## src/rtl/adc_seq_pkg.sv

```systemverilog
package adc_seq_pkg;
  typedef enum logic [1:0] {
    ST_IDLE,
    ST_SAMPLE,
    ST_GAP
  } seq_state_e;
endpackage

```

## src/rtl/adc_seq_arbiter.sv

```systemverilog
module adc_seq_arbiter #(
  parameter int NUM_SLOTS = 8,
  localparam int SLOT_W = (NUM_SLOTS > 1) ? $clog2(NUM_SLOTS) : 1
) (
  input  logic [NUM_SLOTS-1:0] pend_i,
  input  logic [SLOT_W-1:0]    ptr_i,
  output logic                 vld_o,
  output logic [SLOT_W-1:0]    idx_o
);
  // highest offset first so the nearest slot above ptr wins
  always_comb begin
    vld_o = 1'b0;
    idx_o = '0;
    for (int off = NUM_SLOTS; off >= 1; off--) begin
      int c;
      c = int'(ptr_i) + off;
      if (c >= NUM_SLOTS) c = c - NUM_SLOTS;
      if (pend_i[c]) begin
        vld_o = 1'b1;
        idx_o = SLOT_W'(c);
      end
    end
  end

  always_comb begin
    assert_grant_pending_R3: assert (!vld_o || pend_i[idx_o]);
  end
endmodule

```

## src/rtl/adc_seq_latency.sv

```systemverilog
module adc_seq_latency #(
  parameter int SLOT_W = 3,
  parameter int LAT12  = 10,
  parameter int LAT16  = 29,
  localparam int DEPTH = (LAT16 > LAT12) ? LAT16 : LAT12
) (
  input  logic              clk_i,
  input  logic              rst_ni,
  input  logic              push_i,
  input  logic [SLOT_W-1:0] slot_i,
  input  logic              mode16_i,
  output logic              pop_o,
  output logic [SLOT_W-1:0] pop_slot_o,
  output logic              busy_o
);
  logic [DEPTH-1:0]  v_q;
  logic [SLOT_W-1:0] s_q [DEPTH];

  always_ff @(posedge clk_i or negedge rst_ni) begin
    if (!rst_ni) begin
      v_q <= '0;
      for (int j = 0; j < DEPTH; j++) s_q[j] <= '0;
    end else begin
      v_q[0] <= push_i;
      s_q[0] <= slot_i;
      for (int j = 1; j < DEPTH; j++) begin
        v_q[j] <= v_q[j-1];
        s_q[j] <= s_q[j-1];
      end
    end
  end

  assign pop_o      = mode16_i ? v_q[LAT16-1] : v_q[LAT12-1];
  assign pop_slot_o = mode16_i ? s_q[LAT16-1] : s_q[LAT12-1];
  assign busy_o     = |v_q;

  assert_pop_had_push_R4: assert property (@(posedge clk_i) disable iff (!rst_ni)
    push_i |=> busy_o);
endmodule

```

## src/rtl/adc_seq_intflag.sv

```systemverilog
module adc_seq_intflag #(
  parameter int NUM_INT = 2
) (
  input  logic               clk_i,
  input  logic               rst_ni,
  input  logic [NUM_INT-1:0] set_i,
  input  logic [NUM_INT-1:0] clr_i,
  output logic [NUM_INT-1:0] flag_o
);
  logic [NUM_INT-1:0] flag_q;

  always_ff @(posedge clk_i or negedge rst_ni) begin
    if (!rst_ni) flag_q <= '0;
    else         flag_q <= (flag_q & ~clr_i) | set_i;
  end

  assign flag_o = flag_q;

  for (genvar k = 0; k < NUM_INT; k++) begin : g_chk
    assert_set_wins_R10: assert property (@(posedge clk_i) disable iff (!rst_ni)
      set_i[k] |=> flag_o[k]);
    assert_clear_R10: assert property (@(posedge clk_i) disable iff (!rst_ni)
      (clr_i[k] && !set_i[k]) |=> !flag_o[k]);
  end
endmodule

```

## src/rtl/adc_soc_sequencer.sv

```systemverilog
module adc_soc_sequencer
  import adc_seq_pkg::*;
#(
  parameter int NUM_SLOTS = 8,
  parameter int NUM_TRIG  = 4,
  parameter int NUM_INT   = 2,
  parameter int ACQ_W     = 6,
  parameter int DATA_W    = 16,
  parameter int LAT12     = 10,
  parameter int NEXT12    = 7,
  parameter int LAT16     = 29,
  parameter int NEXT16    = 29,
  localparam int SLOT_W   = (NUM_SLOTS > 1) ? $clog2(NUM_SLOTS) : 1,
  localparam int TSEL_W   = (NUM_TRIG > 1) ? $clog2(NUM_TRIG) : 1,
  localparam int NEXT_MAX = (NEXT16 > NEXT12) ? NEXT16 : NEXT12,
  localparam int GAP_W    = $clog2(NEXT_MAX + 1)
) (
  input  logic                        clk_i,
  input  logic                        rst_ni,
  input  logic [NUM_TRIG-1:0]         trig_i,
  input  logic [NUM_SLOTS*TSEL_W-1:0] slot_trig_sel_i,
  input  logic [NUM_SLOTS*ACQ_W-1:0]  slot_acq_i,
  input  logic                        mode16_i,
  input  logic                        int_at_latch_i,
  input  logic [NUM_INT*SLOT_W-1:0]   int_slot_sel_i,
  input  logic [NUM_INT-1:0]          int_clr_i,
  input  logic [NUM_SLOTS-1:0]        ovf_clr_i,
  input  logic [DATA_W-1:0]           conv_data_i,
  input  logic [SLOT_W-1:0]           rd_slot_i,
  output logic [DATA_W-1:0]           rd_data_o,
  output logic                        sample_o,
  output logic [SLOT_W-1:0]           sample_slot_o,
  output logic [NUM_SLOTS-1:0]        pending_o,
  output logic [NUM_SLOTS-1:0]        overflow_o,
  output logic [NUM_INT-1:0]          int_flag_o
);
  seq_state_e         state_q;
  logic [ACQ_W-1:0]   cnt_q, cur_acq_q, win_len_q;
  logic [GAP_W-1:0]   gap_q;
  logic [SLOT_W-1:0]  slot_q, ptr_q, grant_idx, pop_slot;
  logic [NUM_SLOTS-1:0] pend_q, ovf_q, hit, grant_oh;
  logic               grant_vld, ready, do_grant, win_end, pop, lat_busy;
  logic [NUM_INT-1:0] int_set;
  logic [DATA_W-1:0]  res_q [NUM_SLOTS];

  // trigger capture
  for (genvar s = 0; s < NUM_SLOTS; s++) begin : g_hit
    assign hit[s] = trig_i[slot_trig_sel_i[s*TSEL_W +: TSEL_W]];
  end

  adc_seq_arbiter #(.NUM_SLOTS(NUM_SLOTS)) u_arb (
    .pend_i (pend_q),
    .ptr_i  (ptr_q),
    .vld_o  (grant_vld),
    .idx_o  (grant_idx)
  );

  assign ready    = (state_q == ST_IDLE) || (state_q == ST_GAP && gap_q == '0);
  assign do_grant = ready && grant_vld;
  assign win_end  = (state_q == ST_SAMPLE) && (cnt_q == '0);
  assign grant_oh = do_grant ? (NUM_SLOTS'(1) << grant_idx) : '0;

  always_ff @(posedge clk_i or negedge rst_ni) begin
    if (!rst_ni) begin
      pend_q <= '0;
      ovf_q  <= '0;
    end else begin
      pend_q <= (pend_q & ~grant_oh) | hit;
      ovf_q  <= (ovf_q & ~ovf_clr_i) | (hit & pend_q & ~grant_oh);
    end
  end

  // window / gap sequencing
  always_ff @(posedge clk_i or negedge rst_ni) begin
    if (!rst_ni) begin
      state_q   <= ST_IDLE;
      cnt_q     <= '0;
      cur_acq_q <= '0;
      gap_q     <= '0;
      slot_q    <= '0;
      ptr_q     <= SLOT_W'(NUM_SLOTS - 1);
    end else if (do_grant) begin
      state_q   <= ST_SAMPLE;
      cnt_q     <= slot_acq_i[grant_idx*ACQ_W +: ACQ_W];
      cur_acq_q <= slot_acq_i[grant_idx*ACQ_W +: ACQ_W];
      slot_q    <= grant_idx;
      ptr_q     <= grant_idx;
    end else begin
      case (state_q)
        ST_SAMPLE: begin
          if (cnt_q == '0) begin
            state_q <= ST_GAP;
            gap_q   <= mode16_i ? GAP_W'(NEXT16 - 1) : GAP_W'(NEXT12 - 1);
          end else begin
            cnt_q <= cnt_q - 1'b1;
          end
        end
        ST_GAP: begin
          if (gap_q != '0) gap_q   <= gap_q - 1'b1;
          else             state_q <= ST_IDLE;
        end
        default: ;
      endcase
    end
  end

  adc_seq_latency #(.SLOT_W(SLOT_W), .LAT12(LAT12), .LAT16(LAT16)) u_lat (
    .clk_i      (clk_i),
    .rst_ni     (rst_ni),
    .push_i     (win_end),
    .slot_i     (slot_q),
    .mode16_i   (mode16_i),
    .pop_o      (pop),
    .pop_slot_o (pop_slot),
    .busy_o     (lat_busy)
  );

  // result bank
  for (genvar s = 0; s < NUM_SLOTS; s++) begin : g_res
    always_ff @(posedge clk_i or negedge rst_ni) begin
      if (!rst_ni)                          res_q[s] <= '0;
      else if (pop && pop_slot == SLOT_W'(s)) res_q[s] <= conv_data_i;
    end
    assert_result_hold_R6: assert property (@(posedge clk_i) disable iff (!rst_ni)
      !(pop && pop_slot == SLOT_W'(s)) |=> $stable(res_q[s]));
  end

  // interrupt set sources
  for (genvar k = 0; k < NUM_INT; k++) begin : g_int
    logic [SLOT_W-1:0] isel;
    assign isel = int_slot_sel_i[k*SLOT_W +: SLOT_W];
    assign int_set[k] = (!int_at_latch_i && win_end && slot_q == isel) ||
                        ( int_at_latch_i && pop && pop_slot == isel);
  end

  adc_seq_intflag #(.NUM_INT(NUM_INT)) u_int (
    .clk_i  (clk_i),
    .rst_ni (rst_ni),
    .set_i  (int_set),
    .clr_i  (int_clr_i),
    .flag_o (int_flag_o)
  );

  assign rd_data_o     = res_q[rd_slot_i];
  assign sample_o      = (state_q == ST_SAMPLE);
  assign sample_slot_o = slot_q;
  assign pending_o     = pend_q;
  assign overflow_o    = ovf_q;

  // window length checker
  always_ff @(posedge clk_i or negedge rst_ni) begin
    if (!rst_ni)       win_len_q <= '0;
    else if (do_grant) win_len_q <= '0;
    else if (sample_o) win_len_q <= win_len_q + 1'b1;
  end

  assert_window_len_R1: assert property (@(posedge clk_i) disable iff (!rst_ni)
    win_end |-> (win_len_q == cur_acq_q));

  assert_start16_drained_R4: assert property (@(posedge clk_i) disable iff (!rst_ni)
    (do_grant && state_q == ST_GAP && mode16_i && $stable(mode16_i)) |=> !lat_busy);

  assert_start12_overlap_R5: assert property (@(posedge clk_i) disable iff (!rst_ni)
    (do_grant && state_q == ST_GAP && !mode16_i && (NEXT12 < LAT12)) |-> lat_busy);

  assert_no_overflow_R11: assert property (@(posedge clk_i) disable iff (!rst_ni)
    ((ovf_q & ~$past(ovf_q) & ~$past(pend_q)) == '0));

  assert_no_double_grant_R2: assert property (@(posedge clk_i) disable iff (!rst_ni)
    do_grant |=> !do_grant);
endmodule

```

## config.mk

```make
export PLATFORM = sky130hd
export DESIGN_NAME = adc_soc_sequencer
export DESIGN_NICKNAME = d
export VERILOG_FILES = /design/src/rtl/adc_seq_pkg.sv /design/src/rtl/adc_seq_arbiter.sv /design/src/rtl/adc_seq_latency.sv /design/src/rtl/adc_seq_intflag.sv /design/src/rtl/adc_soc_sequencer.sv
export SDC_FILE = /design/constraint.sdc
export NUM_CORES = 1
export LEC_CHECK = 0
export ABC_AREA = 1
export BUFFER_PORTS_ARGS = -buffer_cell sky130_fd_sc_hd__buf_2
export CAP_MARGIN = 20
export CELL_PAD_IN_SITES_DETAIL_PLACEMENT = 1
export CELL_PAD_IN_SITES_GLOBAL_PLACEMENT = 1
export CORE_ASPECT_RATIO = 2
export CORE_MARGIN = 3
export CORE_UTILIZATION = 31
export CTS_BUF_LIST = sky130_fd_sc_hd__clkbuf_16
export DETAILED_ROUTE_END_ITERATION = 8
export GPL_TIMING_DRIVEN = 0
export PLACE_DENSITY = 0.59
export SETUP_SLACK_MARGIN = 0.4
export SYNTH_ARGS = -nofsm -noshare
export SYNTH_HDL_FRONTEND = slang
export SYNTH_SLANG_ARGS = --single-unit
```

## constraint.sdc

```tcl
create_clock -name clk_i -period 3.5 [get_ports clk_i]
set_input_delay 0.35 -clock clk_i [delete_from_list [all_inputs] [get_ports clk_i]]
set_output_delay 0.35 -clock clk_i [all_outputs]
set_load 0.02 [all_outputs]
```

==> metrics.yaml, run 1 <==
run:
  maxCapViolations: 0
sta:
  rsz0062_at_grt: "no"
  clock_skew_ns: 0.0167
  finalCritPeriodShare_pct: 81.9
  drv_slew: 0
  whs_ns: 0.133
  slew-limit-headroom_pct: 46.6
  worst_slew_pin_slew_ns: 0.801
  clock.fmax_mhz: 349
  setup_viol: 0
  fin_ws_ns: 0.634
  fin_tns_setup_ns: 0
  min_period_ns: 2.87
  hold_viol_final: 0
yosys:
  synth_area_um2: 11800
  yosysSeqAreaShare_pct: 59.5
  yosys-top-cells-area: "dfrtp_1 (59%), nand2_1 (11%), o21ai_0 (9.3%)"
  synthTopCellsByCount: "nand2_1 (344), dfrtp_1 (278), o21ai_0 (219)"
  synth.distinct_cells: 43
  async_flop_share_pct: 100
  yosys.area.top_type: "dfrtp_1"
  yosysMostFrequentCell: "nand2_1"
  syn_inst: 1324
  synth_top_area_share_pct: 58.9
  yosysWarnings: 0
  syn_nets: 1435
  synth_edf_count: 0
  ys_ff_latch: 281
  synth_ff_type: "dfrtp_1"
  syn_area_per_cell_um2: 8.93
run_status:
  status: "finished, final reports clean"
drt:
  drcViolationCount: 0
  wl_per_cell_um: 18.9
  drtIter0Drc: 404
  dr_total_vias: 9746
  via_per_inst: 4.88
  drt-pass1-iter-count: 4
  drt_wl_total_um: 37700
  ant_nets: 0
pwr:
  p_leak_uw: 0.00702
  power.density_nw_per_um2: 1040
  ir_drop_v: 0.00103
worst_setup_path:
  crit_family: "simple AND/OR/NAND/NOR gates"
  max_stage_delay_ns: 0.55
  cp-start-kind: "register"
  cp_cell_sequence: "buf_6 > inv_4 > buf_8 > ha_4 > inv_6 > nand3_2 > nand3_2 > nand2_4 > nand2_1 > nand2_1 > nand2_2 > nand3_4 > nand2_8 > buf_8 > nand2_1 > nand2_1 > nand3_1 > nand2_1 > nand2_1 > nand3_1 > nand2_1 > inv_1"
  path_common_cell: "nand2_1"
  timing.critical_path.buf_inv: 6
  crit_path_top_delay_cell: "dfstp_2"
  critical_path_class: "reg2reg"
  cp.arrival_ns: 3.31
  worstPathMaxFanout: 10
  end_kind: "register"
  worstPathRequired_ns: 3.95
die:
  dieArea_um2: 40600
  die_h_um: 282
  dieWidth_um: 144
  core_um2: 37400
  start_util_pct: 31.6
  ios: 145
  rows: 100
global_route:
  gr-total-overflow: 0
  grt_use_total_pct: 18.7
  grt_pass1_wl_um: 59000
  antenna_found_initial: 0
  grt_start_max_net_pins: 99
  grt_pass1_vias: 10700
placed_design:
  dp_cells: 1927
  postPlaceCellArea_um2: 13200
  place.gp.congestion: 0.829
  pre_cts_ws_ns: 0.0103
  place.port_buffers: 142
  dp_hpwl_um: 29000
cells_and_area:
  final_area_um2: 14500
  fin_cells: 1998
  antennaDiodeCount: 0
  layout.nets: 1630
  syn_to_final_growth_pct: 22.6
  drive_gt1_share_pct: 17.5
clocking:
  clockBufferDepth: 3
  cts_root_buf: "clkbuf_16"
  path_clk_slew_ns: 0.07
  numCtsBuffers: 27
  insertion_delay_ns: 0.56
  clock-sinks: 281
  cts_tree: "yes"
  h-tree-depth: 1
min_path:
  hp-class: "in2reg"
logic make-up after synthesis:
kind of cell / count (synthesis) / synth area share (%)
and+or+nand+nor: 589 / 20.5
AOI/OAI and AO/OA: 303 / 14.0
DFF: 281 / 59.5
buffers and inverters: 137 / 4.84
xor gates and xnor gates: 10 / 0.741
adders and majority gates: 4 / 0.423
worst reg2reg max path, stage by stage, from the launching register on:
cell and delay, ns:
dfstp_2 0.55, buf_6 0.12, inv_4 0.04, buf_8 0.14, ha_4 0.34, inv_6 0.07, nand3_2 0.10, nand3_2 0.12
nand2_4 0.13, nand2_1 0.06, nand2_1 0.06, nand2_2 0.09, nand3_4 0.17, nand2_8 0.11, buf_8 0.15, nand2_1 0.06
nand2_1 0.07, nand3_1 0.07, nand2_1 0.06, nand2_1 0.07, nand3_1 0.08, nand2_1 0.07, inv_1 0.04
final timing paths:
check	startpoint	to	slack, ns	cells after the start
min in group asynchronous	rst_ni	res_q[119]$_DFFE_PN0P_	0.40	2
max in group asynchronous	rst_ni	u_lat.s_q[78]$_DFF_PN0_	1.70	4
max	ptr_q[0]$_DFFE_PN1P_	cnt_q[3]$_DFFE_PN0P_	0.63	22
min reg2reg	u_lat.s_q[42]$_DFF_PN0_	u_lat.s_q[39]$_DFF_PN0_	0.34	0
min	slot_trig_sel_i[5]	pending_o[2]$_DFF_PN0_	0.13	4
max reg2reg	ptr_q[0]$_DFFE_PN1P_	cnt_q[3]$_DFFE_PN0P_	0.63	22
layout by cell type (no fill, tap or decap), types with 3 or more instances in the layout:
cell type	synthesis	layout
a21oi_1	19	19
a31oi_1	16	16
buf_1	5	5
buf_2	5	143
buf_4	2	12
buf_6	4	5
buf_8	1	3
bufinv_16	0	5
clkbuf_1	43	43
clkbuf_16	0	27
clkinv_1	2	7
clkinv_4	0	3
dfrtp_1	278	278
dfstp_2	3	3
dlygate4sd3_1	0	11
ha_1	4	3
inv_1	66	69
inv_2	8	8
nand2_1	344	341
nand2_2	10	10
nand2_4	1	3
nand3_1	75	63
nand3_2	3	12
nand3_4	1	4
nor2_1	145	141
nor2_2	0	3
nor2_4	2	3
o211ai_1	8	8
o21ai_0	219	219
o22ai_1	26	26
or2_2	4	4
xnor2_1	5	5
xor2_1	5	4
where the power goes:
part | total (uW) | leakage (uW) | switching (uW) | internal, uW
clock network | 3100 | 0.000469 | 1310 | 1790
logic | 6610 | 0.00308 | 4250 | 2360
registers | 5350 | 0.00347 | 698 | 4650
total | 15100 | 0.00702 | 6260 | 8800
final cells by class:
cell class                 instances  area [um^2]
tap                              459          574
inverter                          77          297
clock buffer                      27          676
multi-input combinational        906         4370
fill                            4410        22900
sequential                       281         7040
buffer                            60          299
timing repair buffer             166          981
clock inverter                    22          259
sequential cells by signal (all words and copies together), names as in the netlist:
register / cells
sample_slot_o: 3
state_q: 2
overflow_o: 8
u_lat.v_q: 29
u_lat.s_q: 87
u_int.flag_o: 2
gap_q: 5
pending_o: 8
res_q: 128
ptr_q: 3
cnt_q: 6
metrics by stage:
stage	power, uW	util, %
after CTS	14800	38.2
after global routing	16300	38.7
after detailed placement	11400	35.2
final	15100	38.7
after global placement	11300	35.0
after floorplan	9470	-
routing by layer:
metal  global-route usage (%)  vias up  part of all wire [%]
met4                     6.50        0                   3.2
met2                     37.4      186                    58
met3                     2.45       58                   3.4
met1                     19.3     4773                    35
met5                        0        -                     0
li1                         -     4729                     -
timing repair:
action	CTS	global route
pin swaps	1	7
endpoints found under the setup margin	31	27
buffers inserted	3	8
hold endpoints to repair	106	0
hold buffers	11	0
resized for setup	12	31
Power figures use the tool's default switching activity.
==> run 2: changes to the inputs <==
ABC_AREA = 0   (was 1)
PLACE_DENSITY = 0.57   (was 0.59)
clock period = 2.6 ns   (was 3.5 ns; I/O delays follow)
==> run 2 against run 1 <==
The run now ends with setup timing left; via count decreased by 19%; register-to-register slack got worse by 1.5 ns; routed wire length decreased by 14%; final area grew 9.2%; first-iteration DRC count is 32% lower; combinational power increased by 12%; critical path type unchanged; largest power group unchanged.
==> metrics.yaml, run 2 <==
cells_and_area:
  layout_common_cells: "dfrtp_1 (278), mux2_2 (152), buf_2 (140)"
  top_register: "res_q"
  final_common_cell: "dfrtp_1"
  layout.nets: 1191  # -27%
  largest_register_ffs: 128  # unchanged
  fin_util_pct: 41.5  # +2.7 points
  drive_gt1_share_pct: 51.2  # +34 points
  top_regs: "res_q (128), u_lat.s_q (87), u_lat.v_q (29)"
  syn_to_final_growth_pct: 31.0
worst_setup_path:
  cp.arrival_ns: 3.90  # +0.59 ns
  crit_start: "ptr_q[0]$_DFFE_PN1P_"
  r2r_end: "overflow_o[2]$_DFF_PN0_"
  crit_path_top_delay_cell: "dfstp_2"
  max_stage_delay_ns: 0.55  # about the same
  timing.critical_path.buf_inv: 4  # -2
  r2r_setup_slack_ns: -0.88  # -1.52 ns
  critical_path_class: "reg2reg"
  r2r_start: "ptr_q[0]$_DFFE_PN1P_"
  cp_cell_sequence: "buf_8 > inv_8 > ha_4 > mux4_2 > mux2_4 > a211o_1 > a211o_1 > a21o_4 > and2_4 > buf_6 > buf_4 > o311ai_4 > o21ai_1"
  worstPathMaxFanout: 5  # -5
  path_common_cell: "a211o_1"
  worstPathRequired_ns: 3.02  # -0.93 ns
  reg2regPathDepth: 13  # -41%
  end_kind: "register"
  crit_family: "compound AO/OA/AOI/OAI gates"
  cp-start-kind: "register"
yosys:
  yosysWarnings: 0  # unchanged
  synth_edf_count: 0  # unchanged
  synth_top_area_share_pct: 57.6  # -1.3 points
  syn_nets: 938  # -35%
  yosysMostFrequentCell: "dfrtp_1"
  syn_area_per_cell_um2: 14.6  # +64%
  synth.area.mux_share_pct: 25.6  # +26 points
  synth_ff_type: "dfrtp_1"
  synthTopCellsByCount: "dfrtp_1 (278), mux2_2 (157), mux4_2 (51)"
  synth_xor_area_share_pct: 1.38  # +0.64 points
  ys_ff_latch: 281  # unchanged
  yosysSeqAreaShare_pct: 58.2  # -1.3 points
  synth_top_family_by_area: "multiplexers"
  yosys-top-cells-area: "dfrtp_1 (58%), mux2_2 (15%), mux4_2 (9.5%)"
  synth_simple_gate_area_share_pct: 4.17  # -16 points
  syn_inst: 827  # -38%
  synth_area_um2: 12100  # +2.2%
  async_flop_share_pct: 100  # unchanged
  synthAdderAreaFrac_pct: 0.414  # -0.0092 points
  yosys.area.top_type: "dfrtp_1"
  synth.distinct_cells: 65  # +51%
  synth_compound_area_share_pct: 7.17  # -6.8 points
placed_design:
  place.port_buffers: 141  # -0.70%
  place.gp.congestion: 0.828  # about the same
  dp_hpwl_um: 22600  # -22%
drt:
  wl_per_cell_um: 20.1  # +6.7%
  dr_total_vias: 7922  # -19%
  ant_nets: 0  # unchanged
  drtIter0Drc: 274  # -32%
  drt_wl_total_um: 32600  # -14%
  drt-pass1-iter-count: 4  # unchanged
  drcViolationCount: 0  # unchanged
  via_per_inst: 4.90  # +0.37%
sta:
  clock_skew_ns: 0.0117  # -0.00503 ns
  drv_slew: 0  # unchanged
  whs_ns: 0.0361  # -0.0969 ns
  hold_viol_final: 0  # unchanged
  rsz0062_at_grt: "yes"
  slew-limit-headroom_pct: 46.3  # -0.28 points
  min_period_ns: 3.48  # +0.617 ns
  worst_slew_pin_slew_ns: 0.805  # +0.00426 ns
  finalCritPeriodShare_pct: 134  # +52 points
  fin_ws_ns: -0.883  # -1.52 ns
  clock.fmax_mhz: 287  # -18%
  setup_viol: 29  # +29
global_route:
  grt_pass1_wl_um: 50500  # -14%
  antenna_found_initial: 5  # +5
  grt_start_max_net_pins: 115  # +16%
  gr-total-overflow: 0  # unchanged
  grt_use_total_pct: 15.4  # -3.3 points
  grt_pass1_vias: 8746  # -18%
die:
  dieWidth_um: 146  # +1.1%
  rows: 101  # +1.0%
  ios: 145  # unchanged
  dieArea_um2: 41500  # +2.1%
  core_um2: 38200  # +2.0%
  die_h_um: 285  # +1.1%
  start_util_pct: 31.7  # +0.062 points
pwr:
  ir_drop_v: 0.000927  # -10%
  power.density_nw_per_um2: 1110  # +7.1%
  p_leak_uw: 0.00724  # +3.1%
  power.total_uw: 17600  # +17%
min_path:
  min_to: "u_int.flag_o[1]$_DFF_PN0_"
  hp-start: "int_slot_sel_i[4]"
  hold_depth: 3  # -1
  hp-class: "in2reg"
clocking:
  h-tree-depth: 1  # unchanged
  cts_tree: "yes"
  insertion_delay_ns: 0.55  # about the same
  cts_root_buf: "clkbuf_16"
  numCtsBuffers: 27  # unchanged
  path_clk_slew_ns: 0.07  # about the same
  clockBufferDepth: 3  # unchanged
  clock-sinks: 281  # unchanged
run:
  maxCapViolations: 0  # unchanged
run_status:
  status: "complete, but fails checks"
  violations: "setup timing"
-- run 2: layer usage --
metal	vias to the layer above	share of wire [%]	GRT usage, %	wire length (um)
met5	-	0.098	0	32
met4	6	2.4	4.33	788
met3	47	3.5	2.32	1140
met2	160	58	30.8	18800
met1	4145	36	16.5	11800
li1	3564	-	-	-
-- run 2: report_power, final --
part	internal, uW	switching (uW)
logic	3760	3660
clock network	2310	1710
registers	5580	604
total	11700	5980
-- run 2: logic make-up after synthesis --
logic type | after synthesis
AO/OA/AOI/OAI | 117
XOR/XNOR | 19
adder cells (fa/ha/maj) | 4
buffers and inverters | 77
flip-flops | 281
multiplexers | 225
AND/OR/NAND/NOR | 104
-- run 2: final cells by class --
cell class                 count  area, um^2
buffer                        44         393
inverter                      33         139
tap                          515         644
antenna                        2        5.00
multi-input combinational    469        5190
fill                        4039       22300
timing repair buffer         224        1520
sequential                   281        7040
clock inverter                23         234
clock buffer                  27         676
-- run 2: tightest hold or removal path: stages --
cell	delay [ns]
buf_2	0.10
xnor2_1	0.11
o41ai_1	0.07
-- run 2: how the worst max path moves through the flow --
| stage | depth (start not counted) | slack (ns) | to |
|---|---|---|---|
| final | 13 | -0.88 | overflow_o[2]$_DFF_PN0_ |
| after global routing | 13 | -0.98 | overflow_o[6]$_DFF_PN0_ |
| after CTS | 13 | -0.88 | overflow_o[6]$_DFF_PN0_ |
| after detailed placement | 15 | -1.26 | overflow_o[6]$_DFF_PN0_ |
| after global placement | 1 | -3.89 | overflow_o[3]$_DFF_PN0_ |
| after floorplan | 13 | -0.74 | cnt_q[5]$_DFFE_PN0P_ |
-- run 2: metrics by stage --
| step | area, um^2 | setup TNS (ns) | setup WS [ns] | std cells |
|---|---|---|---|---|
| floorplan | 12200 | -15.56 | -0.735 | 827 |
| global placement | 13500 | -1154.30 | -3.89 | 1483 |
| detailed placement | 13600 | -84.98 | -1.26 | 1485 |
| finish | 15800 | -20.93 | -0.883 | 1618 |
| CTS | 15400 | -20.08 | -0.878 | 1588 |
| global route | 15800 | -23.64 | -0.980 | 1616 |
-- run 2: what timing repair did --
action                     CTS  global route
gates cloned                 1             1
resized for setup          118            43
setup buffers               43            27
hold buffers                 9             0
setup endpoints to repair  155            82
hold endpoints to repair    66             0
pin swaps                   28            20
